===== src/rtl/ubb_pkg.sv =====
package ubb_pkg;
  localparam int WORD_W = 32;
  localparam int OCTET_W = 8;

  localparam logic [7:0] OP_WRITE = 8'hC0;
  localparam logic [7:0] OP_READ  = 8'h80;
  localparam logic [7:0] OP_SYNC  = 8'h55;

  typedef enum logic [2:0] {
    PH_IDLE = 3'd0,
    PH_ADDR = 3'd1,
    PH_DATA = 3'd2,
    PH_BUS  = 3'd3,
    PH_RESP = 3'd4
  } phase_t;
endpackage


===== src/rtl/ubb_shreg.sv =====
module ubb_shreg #(
  parameter int W  = ubb_pkg::WORD_W,
  parameter int BW = ubb_pkg::OCTET_W
) (
  input  logic          clk,
  input  logic          rst,
  input  logic          shift_en,
  input  logic [BW-1:0] octet,
  output logic [W-1:0]  word
);
  function automatic logic [W-1:0] push_low(input logic [W-1:0] cur, input logic [BW-1:0] b);
    return {cur[W-BW-1:0], b};
  endfunction

  always_ff @(posedge clk) begin
    if (rst) word <= '0;
    else if (shift_en) word <= push_low(word, octet);
  end
endmodule


===== src/rtl/ubb_ctrl.sv =====
module ubb_ctrl #(
  parameter int NBYTES = ubb_pkg::WORD_W / ubb_pkg::OCTET_W,
  parameter int BW     = ubb_pkg::OCTET_W
) (
  input  logic          clk,
  input  logic          rst,
  input  logic          rx_valid,
  input  logic [BW-1:0] rx_data,
  output logic          rx_ready,
  output logic          addr_shift,
  output logic          data_shift,
  output logic          bus_req,
  output logic          bus_we,
  input  logic          bus_ack,
  output logic          resp_active,
  input  logic          resp_done,
  output logic          cmd_idle
);
  import ubb_pkg::*;
  localparam int CNT_W = (NBYTES > 1) ? $clog2(NBYTES) : 1;
  localparam logic [CNT_W-1:0] LAST = CNT_W'(NBYTES - 1);

  phase_t           phase;
  logic [CNT_W-1:0] cnt;
  logic             is_wr;
  logic             rx_fire, last_byte;

  assign rx_ready    = (phase == PH_IDLE) || (phase == PH_ADDR) || (phase == PH_DATA);
  assign rx_fire     = rx_valid && rx_ready;
  assign last_byte   = (cnt == LAST);
  assign addr_shift  = rx_fire && (phase == PH_ADDR);
  assign data_shift  = rx_fire && (phase == PH_DATA);
  assign bus_req     = (phase == PH_BUS);
  assign bus_we      = is_wr;
  assign resp_active = (phase == PH_RESP);
  assign cmd_idle    = (phase == PH_IDLE);

  always_ff @(posedge clk) begin
    if (rst) begin
      phase <= PH_IDLE;
      cnt   <= '0;
      is_wr <= 1'b0;
    end else begin
      unique case (phase)
        PH_IDLE: if (rx_fire) begin
          cnt <= '0;
          if (rx_data == OP_WRITE) begin
            is_wr <= 1'b1;
            phase <= PH_ADDR;
          end else if (rx_data == OP_READ) begin
            is_wr <= 1'b0;
            phase <= PH_ADDR;
          end
        end
        PH_ADDR: if (rx_fire) begin
          if (last_byte) begin
            cnt   <= '0;
            phase <= is_wr ? PH_DATA : PH_BUS;
          end else cnt <= cnt + 1'b1;
        end
        PH_DATA: if (rx_fire) begin
          if (last_byte) begin
            cnt   <= '0;
            phase <= PH_BUS;
          end else cnt <= cnt + 1'b1;
        end
        PH_BUS:  if (bus_ack) phase <= is_wr ? PH_IDLE : PH_RESP;
        PH_RESP: if (resp_done) phase <= PH_IDLE;
        default: phase <= PH_IDLE;
      endcase
    end
  end
endmodule


===== src/rtl/ubb_txseq.sv =====
module ubb_txseq #(
  parameter int W  = ubb_pkg::WORD_W,
  parameter int BW = ubb_pkg::OCTET_W
) (
  input  logic          clk,
  input  logic          rst,
  input  logic          load,
  input  logic [W-1:0]  word_in,
  input  logic          active,
  input  logic          tx_ready,
  output logic [BW-1:0] tx_data,
  output logic          done
);
  localparam int NBYTES = W / BW;
  localparam int CNT_W  = (NBYTES > 1) ? $clog2(NBYTES) : 1;
  localparam logic [CNT_W-1:0] LAST = CNT_W'(NBYTES - 1);

  logic [W-1:0]     word_q;
  logic [CNT_W-1:0] cnt;
  logic             fire;

  function automatic logic [W-1:0] drop_high(input logic [W-1:0] cur);
    return {cur[W-BW-1:0], {BW{1'b0}}};
  endfunction

  assign fire    = active && tx_ready;
  assign done    = fire && (cnt == LAST);
  assign tx_data = word_q[W-1 -: BW];

  always_ff @(posedge clk) begin
    if (rst) begin
      word_q <= '0;
      cnt    <= '0;
    end else if (load) begin
      word_q <= word_in;
      cnt    <= '0;
    end else if (fire) begin
      word_q <= drop_high(word_q);
      cnt    <= cnt + 1'b1;
    end
  end
endmodule


===== src/rtl/uart_bus_bridge.sv =====
module uart_bus_bridge #(
  parameter int DATA_W = ubb_pkg::WORD_W,
  parameter int BYTE_W = ubb_pkg::OCTET_W
) (
  input  logic              clk,
  input  logic              rst,
  input  logic              rx_valid,
  input  logic [BYTE_W-1:0] rx_data,
  output logic              rx_ready,
  output logic              tx_valid,
  output logic [BYTE_W-1:0] tx_data,
  input  logic              tx_ready,
  output logic              bus_req,
  output logic              bus_we,
  output logic [DATA_W-1:0] bus_addr,
  output logic [DATA_W-1:0] bus_wdata,
  input  logic [DATA_W-1:0] bus_rdata,
  input  logic              bus_ack
);
  localparam int NBYTES = DATA_W / BYTE_W;
  localparam int LANE_B = $clog2(NBYTES);

  logic              addr_shift, data_shift, resp_done, cmd_idle, rd_load;
  logic [DATA_W-1:0] addr_raw;

  function automatic logic [DATA_W-1:0] word_align(input logic [DATA_W-1:0] a);
    return {a[DATA_W-1:LANE_B], {LANE_B{1'b0}}};
  endfunction

  ubb_ctrl #(.NBYTES(NBYTES), .BW(BYTE_W)) u_ctrl (
    .clk(clk), .rst(rst), .rx_valid(rx_valid), .rx_data(rx_data), .rx_ready(rx_ready),
    .addr_shift(addr_shift), .data_shift(data_shift), .bus_req(bus_req), .bus_we(bus_we),
    .bus_ack(bus_ack), .resp_active(tx_valid), .resp_done(resp_done), .cmd_idle(cmd_idle)
  );

  ubb_shreg #(.W(DATA_W), .BW(BYTE_W)) u_addr (
    .clk(clk), .rst(rst), .shift_en(addr_shift), .octet(rx_data), .word(addr_raw)
  );

  ubb_shreg #(.W(DATA_W), .BW(BYTE_W)) u_wdata (
    .clk(clk), .rst(rst), .shift_en(data_shift), .octet(rx_data), .word(bus_wdata)
  );

  assign rd_load  = bus_req && bus_ack && !bus_we;
  assign bus_addr = word_align(addr_raw);

  ubb_txseq #(.W(DATA_W), .BW(BYTE_W)) u_tx (
    .clk(clk), .rst(rst), .load(rd_load), .word_in(bus_rdata), .active(tx_valid),
    .tx_ready(tx_ready), .tx_data(tx_data), .done(resp_done)
  );
endmodule


===== config.mk =====
export PLATFORM = sky130hd
export DESIGN_NAME = uart_bus_bridge
export DESIGN_NICKNAME = d
export VERILOG_FILES = /design/src/rtl/ubb_pkg.sv /design/src/rtl/ubb_shreg.sv /design/src/rtl/ubb_ctrl.sv /design/src/rtl/ubb_txseq.sv /design/src/rtl/uart_bus_bridge.sv
export SDC_FILE = /design/constraint.sdc
export NUM_CORES = 1
export LEC_CHECK = 0
export BUFFER_PORTS_ARGS = -buffer_cell sky130_fd_sc_hd__buf_2
export CAP_MARGIN = 20
export CORE_ASPECT_RATIO = 1.25
export CORE_UTILIZATION = 52
export DETAILED_ROUTE_END_ITERATION = 6
export HOLD_SLACK_MARGIN = 0.12
export PLACE_DENSITY = 0.79
export SYNTH_ARGS = -nofsm -noshare
export SYNTH_HDL_FRONTEND = slang
export SYNTH_SLANG_ARGS = --single-unit

===== constraint.sdc =====
create_clock -name clk -period 2.2 [get_ports clk]
set_clock_uncertainty 0.1 [all_clocks]
set_input_delay 0.22 -clock clk [delete_from_list [all_inputs] [get_ports clk]]
set_output_delay 0.22 -clock clk [all_outputs]
set_load 0.02 [all_outputs]

==> results of run 1 <==
[path summary, 6_finish.rpt]
kind | startpoint | endpoint | cells past startpoint
worst max-delay path | rx_data[3] | u_ctrl.bus_we$_SDFFE_PP0P_ | 6
worst min-delay path | rst | u_ctrl.bus_we$_SDFFE_PP0P_ | 2
worst max register to register | u_ctrl.phase[2]$_SDFFE_PP0P_ | u_tx.word_q[17]$_SDFFE_PP0P_ | 5
worst min register to register | u_addr.word[30]$_SDFFE_PP0P_ | u_addr.word[30]$_SDFFE_PP0P_ | 2
[layer usage]
| layer | part of all wire (%) | vias up | wire (µm) | global-route usage, % |
|---|---|---|---|---|
| li1 | - | 1952 | - | - |
| met1 | 42 | 1773 | 4120 | 28.3 |
| met2 | 51 | 105 | 4970 | 37.5 |
| met3 | 4.4 | 27 | 436 | 4.50 |
| met4 | 3.1 | 0 | 304 | 11.9 |
| met5 | 0 | - | 0 | 0 |
[cells by family after synthesis]
logic type      share of synthesized area (%)
mux                                     0.456
other cells                            0.0854
compound gates                           16.2
xor+xnor                                0.399
fa+ha+maj                               0.570
buf+inv                                  12.1
simple gates                             22.7
flops                                    47.4
[cell usage in the layout, fill, tap and decap left out, types with 3 or more instances in the layout]
| cell | instances |
|---|---|
| a22oi_1 | 11 |
| inv_1 | 3 |
| nor2_1 | 35 |
| dfxtp_1 | 104 |
| clkbuf_8 | 11 |
| buf_4 | 9 |
| a21oi_1 | 69 |
| a311oi_1 | 21 |
| dlygate4sd3_1 | 41 |
| nand2_1 | 178 |
| nor3_1 | 7 |
| buf_2 | 117 |
[state kept, by name (all words and copies together) (netlist names)]
register       flops
u_ctrl.cnt         2
u_tx.cnt           2
u_tx.word_q       32
u_addr.word       32
u_wdata.word      32
u_ctrl.phase       3
u_ctrl.bus_we      1
[report_power, final]
part / switching, mW / internal [mW] / total, mW / leakage (nW)
combinational: 0.0758 / 0.0873 / 0.163 / 1.18
sequential: 0.000688 / 1.88 / 1.88 / 0.837
clock: 0.624 / 0.470 / 1.09 / 0.0914
[cell type report]
| class | count | area [µm²] | share of cell area (%) |
|---|---|---|---|
| clock buffer | 11 | 151 | 2.88 |
| clock inverter | 4 | 30.0 | 0.571 |
| inverter | 3 | 11.3 | 0.214 |
| multi-input combinational | 355 | 1780 | 33.8 |
| sequential | 104 | 2080 | 39.6 |
| tap | 97 | 121 | 2.31 |
| timing repair buffer | 168 | 1080 | 20.6 |
[timing repair]
action,CTS,global route
hold endpoints to repair,50,0
gates resized for setup,0,0
hold buffers,41,0
[critical path, cell delays in order]
cell           delay, ns
dlygate4sd3_1       0.54
buf_2               0.15
or4b_4              0.56
nor4_4              0.23
mux2i_1             0.22
nor2_1              0.05
==> flow_metrics.tcl, run 1 <==
set metrics [dict create \
    outcome "complete, but fails checks" \
    violations "design-rule violations" \
    ant_nets 0 \
    nets 688 \
    wire_per_inst_um 13.3 \
    ys_seq_elements 104 \
    grt.total_usage_pct 22.9 \
    netlist_area_um2 4390 \
    synth_seq_area_share_pct 47.4 \
    ctsHtreeMaxLevel 3 \
    clock-root-buffer "clkbuf_8" \
    dp_slack_ns 0.422 \
    post_dp_cell_area_um2 4670 \
    powerDensity_nw_per_um2 597 \
    diodes 0 \
    grt_max_degree 62 \
    totalWireLength_mm 9.84 \
    fin_util_pct 64.2 \
    cts_buffers 9 \
    avgViaCountPerCell 5.20 \
    grt_first_pass_wirelength_mm 16.2 \
    power.total_mw 3.14 \
    crit_type "in2reg" \
    grt_antenna_before_repair 0 \
    max_freq_mhz 545 \
    yosysUniqueCellTypes 43 \
    fillers 719 \
    synth_top_cell_area_share_pct 47.4 \
    r2r_slack_ns 0.38 \
    drt-pass1-iter-count 7 \
    io_pins 121 \
    yosysWarnings 0 \
    dp_hpwl_mm 6.09 \
    drt_iter0_drc 299 \
    clkSlewWorstSetupHoldPaths_ns 0.10 \
    die_y_um 105 \
    period_needed_ns 1.83 \
    timing.hold.ws_ns 0.184 \
    fin_area_um2 5260 \
    design.die.area_um2 8820 \
    syn_inst 542 \
    first_global_vias 3575 \
    fin_crit_sh_pct 83.4 \
    finalSetupViolCount 0 \
    async_flop_share_pct 0 \
    drive_gt1_share_pct 23.4 \
    cts_setup_buffers 0 \
    synth_most_common_cell "nand2_1" \
    row_count 37 \
    drv_cap 0 \
    slew_violations 0 \
    setup_ws_ns 0.365 \
    vias 3857 \
    maxSlewHeadroom_pct 55.5 \
    synth_area_leaders "dfxtp_1 (47%), nand2_1 (15%), buf_4 (8.2%), a21oi_1 (7.9%), a311oi_1 (4.2%)" \
    die_w_um 84.2 \
    critPathLaunchType "input pin" \
    worst-path-max-fanout 3 \
    synth_ff_type "dfxtp_1" \
    clockBufferDepth 2 \
    place_inst 686 \
    final.setup.tns_ns 0 \
    synth_common_cells "nand2_1 (178), dfxtp_1 (104), a21oi_1 (69)" \
    rsz0062_at_grt "no" \
    coreArea_um2 8190 \
    hp-class "in2reg" \
    yosys.area.top_type "dfxtp_1" \
    p_leak_nw 2.11 \
    area_growth_syn_to_layout_pct 19.8 \
    cp.arrival_ns 1.98 \
    drc_errors 20 \
    required_ns 2.35 \
    irDropWorstVdd_mv 0.403 \
    clock_sinks 104 \
    grt-ovfl-total 0 \
    clk_latency_ns 0.36 \
    syn_area_per_cell_um2 8.10 \
    initial_core_util_pct 53.6 \
    io_buffers 118 \
    finalNonFillerCells 742 \
    synth_edf_count 0 \
    end_kind "flip-flop" \
    finalWeightedCongestion 0.806 \
    worst_slew_pin_slew_ns 0.666 \
    cts_tree "built" \
    hold_violations 0 \
]
(Power assumes the default switching activity.)
==> run 2, diff against run 1 <==
CORE_UTILIZATION = 47   (was 52)
PLACE_DENSITY = 0.76   (was 0.79)
clock period = 1.55 ns   (was 2.2 ns; I/O delays follow)
==> flow_metrics.tcl, run 2 (synthesized netlist as in run 1, its figures left out) <==
set metrics [dict create \
    critPathSlowestCell "dfxtp_4" \
    cp.arrival_ns 1.68 \
    grt_antenna_before_repair 0 \
    worstPathCellList "and3b_2 > nand3_2 > clkbuf_16 > a311oi_1" \
    ctsHtreeMaxLevel 3 \
    reg_top3 "u_addr.word: 32 flops, u_tx.word_q: 32 flops, u_wdata.word: 32 flops" \
    final_common_cell "nand2_1" \
    r2r_slack_ns 0.01 \
    multi_input_area_um2 1830 \
    clock_sinks 104 \
    die_w_um 88.4 \
    wire_per_inst_um 14.0 \
    initial_core_util_pct 48.1 \
    drt-pass1-iter-count 7 \
    avgViaCountPerCell 5.12 \
    totalWireLength_mm 10.9 \
    clockBufferDepth 2 \
    power.total_mw 5.11 \
    fin_util_pct 62.0 \
    drc_errors 0 \
    grt_max_degree 54 \
    dp_hpwl_mm 6.47 \
    fillers 780 \
    max_freq_mhz 650 \
    vias 3999 \
    fin_area_um2 5660 \
    first_global_vias 3605 \
    area_growth_syn_to_layout_pct 28.9 \
    row_count 39 \
    required_ns 1.69 \
    r2r_end "u_tx.word_q[11]$_SDFFE_PP0P_" \
    worstRegToRegCells 4 \
    hold_violations 0 \
    coreArea_um2 9130 \
    layout_common_cells "nand2_1 (178), buf_2 (114), dfxtp_1 (101)" \
    end_kind "flip-flop" \
    finalSetupViolCount 0 \
    critPathLaunchType "flip-flop" \
    drive_gt1_share_pct 26.7 \
    clk_latency_ns 0.34 \
    hold_path_depth 3 \
    post_dp_cell_area_um2 4820 \
    fin_crit_sh_pct 99.3 \
    period_needed_ns 1.54 \
    drt_iter0_drc 206 \
    powerDensity_nw_per_um2 903 \
    drv_cap 0 \
    io_pins 121 \
    slew_violations 0 \
    timing.hold.ws_ns 0.132 \
    worst-path-max-fanout 21 \
    diodes 0 \
    cts_tree "built" \
    grt.total_usage_pct 21.5 \
    max_stage_delay_ns 0.37 \
    p_leak_nw 2.29 \
    die_y_um 110 \
    crit_type "reg2reg" \
    grt_first_pass_wirelength_mm 16.4 \
    design.die.area_um2 9730 \
    hold_path.startpoint "rx_data[1]" \
    irDropWorstVdd_mv 0.631 \
    cts_buffers 9 \
    hold_path_end "u_addr.word[1]$_SDFFE_PP0P_" \
    io_buffers 118 \
    hp-class "in2reg" \
    clock-root-buffer "clkbuf_16" \
    clkSlewWorstSetupHoldPaths_ns 0.07 \
    ant_nets 0 \
    crit-reg2reg-launch "u_ctrl.phase[2]$_SDFFE_PP0P_" \
    area.sequential_um2 2090 \
    nets 700 \
    outcome "complete, no violations" \
    grt-ovfl-total 0 \
    finalWeightedCongestion 0.836 \
]
==> run 2: cell count changes in the layout (fill, tap and decap cells not counted), sizes merged <==
cell          before  now
buf              127  136
clkbuf            11   15
clkinv             3    0
dlymetal6s4s       0    3
dlygate4sd3       41   39
clkinvlp           1    2
inv                3    4
==> run 2: worst max-delay path by stage <==
stage	from	endpoint	depth (start not counted)
5_1_grt	u_ctrl.phase[2]$_SDFFE_PP0P_	u_tx.word_q[11]$_SDFFE_PP0P_	4
6_report	u_ctrl.phase[2]$_SDFFE_PP0P_	u_tx.word_q[11]$_SDFFE_PP0P_	4
4_1_cts	u_ctrl.phase[0]$_SDFFE_PP0P_	u_tx.word_q[10]$_SDFFE_PP0P_	4
3_3_place_gp	u_ctrl.phase[2]$_SDFFE_PP0P_	u_tx.word_q[23]$_SDFFE_PP0P_	4
2_1_floorplan	u_ctrl.phase[1]$_SDFFE_PP0P_	u_tx.word_q[2]$_SDFFE_PP0P_	7
3_5_place_dp	u_ctrl.phase[0]$_SDFFE_PP0P_	u_tx.word_q[2]$_SDFFE_PP0P_	4
==> run 2: stage by stage <==
step	setup slack, ns	std cells	TNS, ns
6_report	0.0106	781	0
5_1_grt	-0.0495	781	-0.133
4_1_cts	0.00199	780	0
3_5_place_dp	-0.118	722	-1.32
3_3_place_gp	-0.0451	722	-0.422
2_1_floorplan	0.0227	543	0
==> run 2: layout make-up <==
type,count,share of cell area (%)
clock buffer,13,4.78
clock inverter,3,0.420
inverter,3,0.199
multi-input combinational,355,32.3
sequential,104,36.9
tap,123,2.72
timing repair buffer,180,22.7
==> run 2: what timing repair did <==
action,in CTS,in global routing
endpoints found under the setup margin,27,86
setup buffers,0,2
pin swaps,1,1
hold endpoints to repair,49,0
hold buffers,42,0
gates resized for setup,5,17
gates cloned,0,2
==> run 2: metal layers <==
layer	vias up	global-route usage [%]	wire length [µm]
met4	0	10.1	344
li1	1989	-	-
met1	1846	26.5	4600
met3	29	4.39	576
met2	135	35.9	5430
met5	-	0	0
==> run 2: power breakdown <==
part | leakage [nW] | internal (mW) | total, mW | switching, mW
registers | 0.839 | 2.67 | 2.67 | 0.00114
logic | 1.31 | 0.133 | 0.245 | 0.112
clock network | 0.138 | 1.23 | 2.19 | 0.967
total | 2.29 | 4.03 | 5.11 | 1.08
==> run 2: critical path: cells and delay by family (launching register included) <==
kind,cells,cell delay (ns)
simple gates,2,0.47
flops,1,0.37
compound gates,1,0.26
buf+inv,1,0.23
==> run 3, diff against run 2 <==
CELL_PAD_IN_SITES_DETAIL_PLACEMENT = 1   (was unset)
CELL_PAD_IN_SITES_GLOBAL_PLACEMENT = 2   (was unset)
CORE_UTILIZATION = 27   (was 47)
PLACE_DENSITY = unset   (was 0.76)
PLACE_DENSITY_LB_ADDON = 0.1   (was unset)
==> flow_metrics.tcl, run 3 (synthesized netlist as in run 1, its figures left out) <==
set metrics [dict create \
    outcome "complete, no violations" \
    fin_crit_sh_pct 99.5 \
    grt_max_degree 43 \
    max_freq_mhz 649 \
    coreArea_um2 15800 \
    path_delay_family "simple AND/OR/NAND/NOR gates" \
    clock-root-buffer "clkbuf_16" \
    fin_area_um2 6080 \
    required_ns 1.73 \
    grt_first_pass_wirelength_mm 20.3 \
    powerDensity_nw_per_um2 896 \
    cp.arrival_ns 1.73 \
    design.die.area_um2 16800 \
    crit_end "u_wdata.word[1]$_SDFFE_PP0P_" \
    critPathLaunch "u_ctrl.phase[2]$_SDFFE_PP0P_" \
    avgViaCountPerCell 4.56 \
    drv_cap 0 \
    row_count 51 \
    critPathBufInv 3 \
    ctsHtreeMaxLevel 3 \
    cts_tree "built" \
    fillers 1899 \
    worst-path-max-fanout 8 \
    drive_gt1_share_pct 32.0 \
    finalSetupViolCount 0 \
    grt_antenna_before_repair 0 \
    rsz0062_at_grt "yes" \
    wire_per_inst_um 14.9 \
    hold_violations 0 \
    final.setup.tns_ns 0 \
    first_global_vias 4018 \
    post_dp_cell_area_um2 5000 \
    grt.total_usage_pct 15.8 \
    diodes 0 \
    clockBufferDepth 2 \
    io_buffers 118 \
    r2r_slack_ns 0.008 \
    critPathLaunchType "flip-flop" \
    clk_latency_ns 0.35 \
    period_needed_ns 1.54 \
    worstRegToRegCells 7 \
    clock_sinks 104 \
    hp-class "in2reg" \
    initial_core_util_pct 27.9 \
    final_common_cell "nand2_1" \
    io_pins 121 \
    nets 710 \
    clkSlewWorstSetupHoldPaths_ns 0.07 \
    totalWireLength_mm 13.1 \
    critPathSlowestCell "dfxtp_2" \
    ant_nets 0 \
    vias 4012 \
    drt-pass1-iter-count 4 \
    drc_errors 0 \
    grt-ovfl-total 0 \
    p_leak_nw 2.45 \
    dp_hpwl_mm 8.63 \
    finalWeightedCongestion 0.716 \
    reg_top3 "u_addr.word: 32 flops, u_tx.word_q: 32 flops, u_wdata.word: 32 flops" \
    cts_buffers 9 \
    layout_common_cells "nand2_1 (168), buf_2 (111), dfxtp_1 (100)" \
    irDropWorstVdd_mv 0.422 \
    slew_violations 0 \
    r2r_end "u_wdata.word[1]$_SDFFE_PP0P_" \
    die_w_um 116 \
    die_y_um 145 \
    area_growth_syn_to_layout_pct 38.4 \
    max_stage_delay_ns 0.33 \
    worstPathCellList "buf_6 > nand2b_4 > nor3b_4 > buf_12 > clkbuf_16 > nand2_4 > a21oi_2" \
    crit_cells 7 \
    end_kind "flip-flop" \
    drt_iter0_drc 149 \
    crit_type "reg2reg" \
    crit-reg2reg-launch "u_ctrl.phase[2]$_SDFFE_PP0P_" \
]
==> run 3: cell types whose count changed in the layout (fill, tap and decap cells not counted), moves of 2 or more <==
cell,delta
bufinv_16,+2
buf_6,+5
clkbuf_8,-2
buf_4,+3
a21oi_2,+19
a21oi_1,-20
a311oi_2,-5
nand2_4,+5
nand2_1,-10
buf_12,+5
buf_2,-3
a311oi_1,+5
nand2_2,+5
==> run 3: area by class of cell <==
class	instances	area, µm²	share of cell area [%]
inverters	3	11.3	0.185
clock inverters	6	90.1	1.48
well taps	212	265	4.36
clock buffers	10	239	3.93
multi-input cells	355	1940	31.9
flip-flops and latches	104	2090	34.4
repair buffers	190	1450	23.8
==> run 3: layer usage <==
layer	vias up	share of wire (%)	GRT usage, %
met5	-	0	0
met4	0	2.4	7.76
met3	18	4.0	3.23
met2	91	48	26.1
met1	1904	45	19.6
li1	1999	-	-
==> run 3: worst min-delay path by stage <==
stage | start | end | slack [ns] | cells after the start
after detailed placement | bus_rdata[5] | u_tx.word_q[5]$_SDFFE_PP0P_ | 0.33 | 3
after global routing | rst | u_addr.word[24]$_SDFFE_PP0P_ | 0.14 | 2
final | rst | u_addr.word[29]$_SDFFE_PP0P_ | 0.13 | 2
after CTS | rst | u_addr.word[30]$_SDFFE_PP0P_ | 0.12 | 2
after floorplan | rx_data[0] | u_addr.word[0]$_SDFFE_PP0P_ | 0.19 | 2
after global placement | bus_rdata[4] | u_tx.word_q[4]$_SDFFE_PP0P_ | 0.31 | 3
==> run 3: power breakdown <==
part	switching (mW)	internal [mW]
logic	0.123	0.141
registers	0.00113	2.67
clock network	1.05	1.47
==> run 3: metrics by stage <==
step           hold slack (ns)  util, %  setup slack (ns)  cells  power [mW]
2_1_floorplan            0.191        -            0.0227    543        2.80
3_3_place_gp             0.314     31.7           -0.0411    815        2.91
3_5_place_dp             0.329     31.7            -0.113    815        2.91
4_1_cts                  0.124     36.7           0.00723    873        5.54
5_1_grt                  0.144     38.6           -0.0467    880        5.66
6_report                 0.130     38.6           0.00844    880        5.45
==> run 3: timing repair <==
| item | 4_1_cts | 5_1_grt |
|---|---|---|
| hold buffers | 42 | 0 |
| setup buffers | 0 | 7 |
| cloned | 0 | 3 |
| endpoints found under the hold margin | 51 | 0 |
| gates resized for setup | 10 | 53 |
| pin swaps | 1 | 14 |
| endpoints found under the setup margin | 19 | 82 |
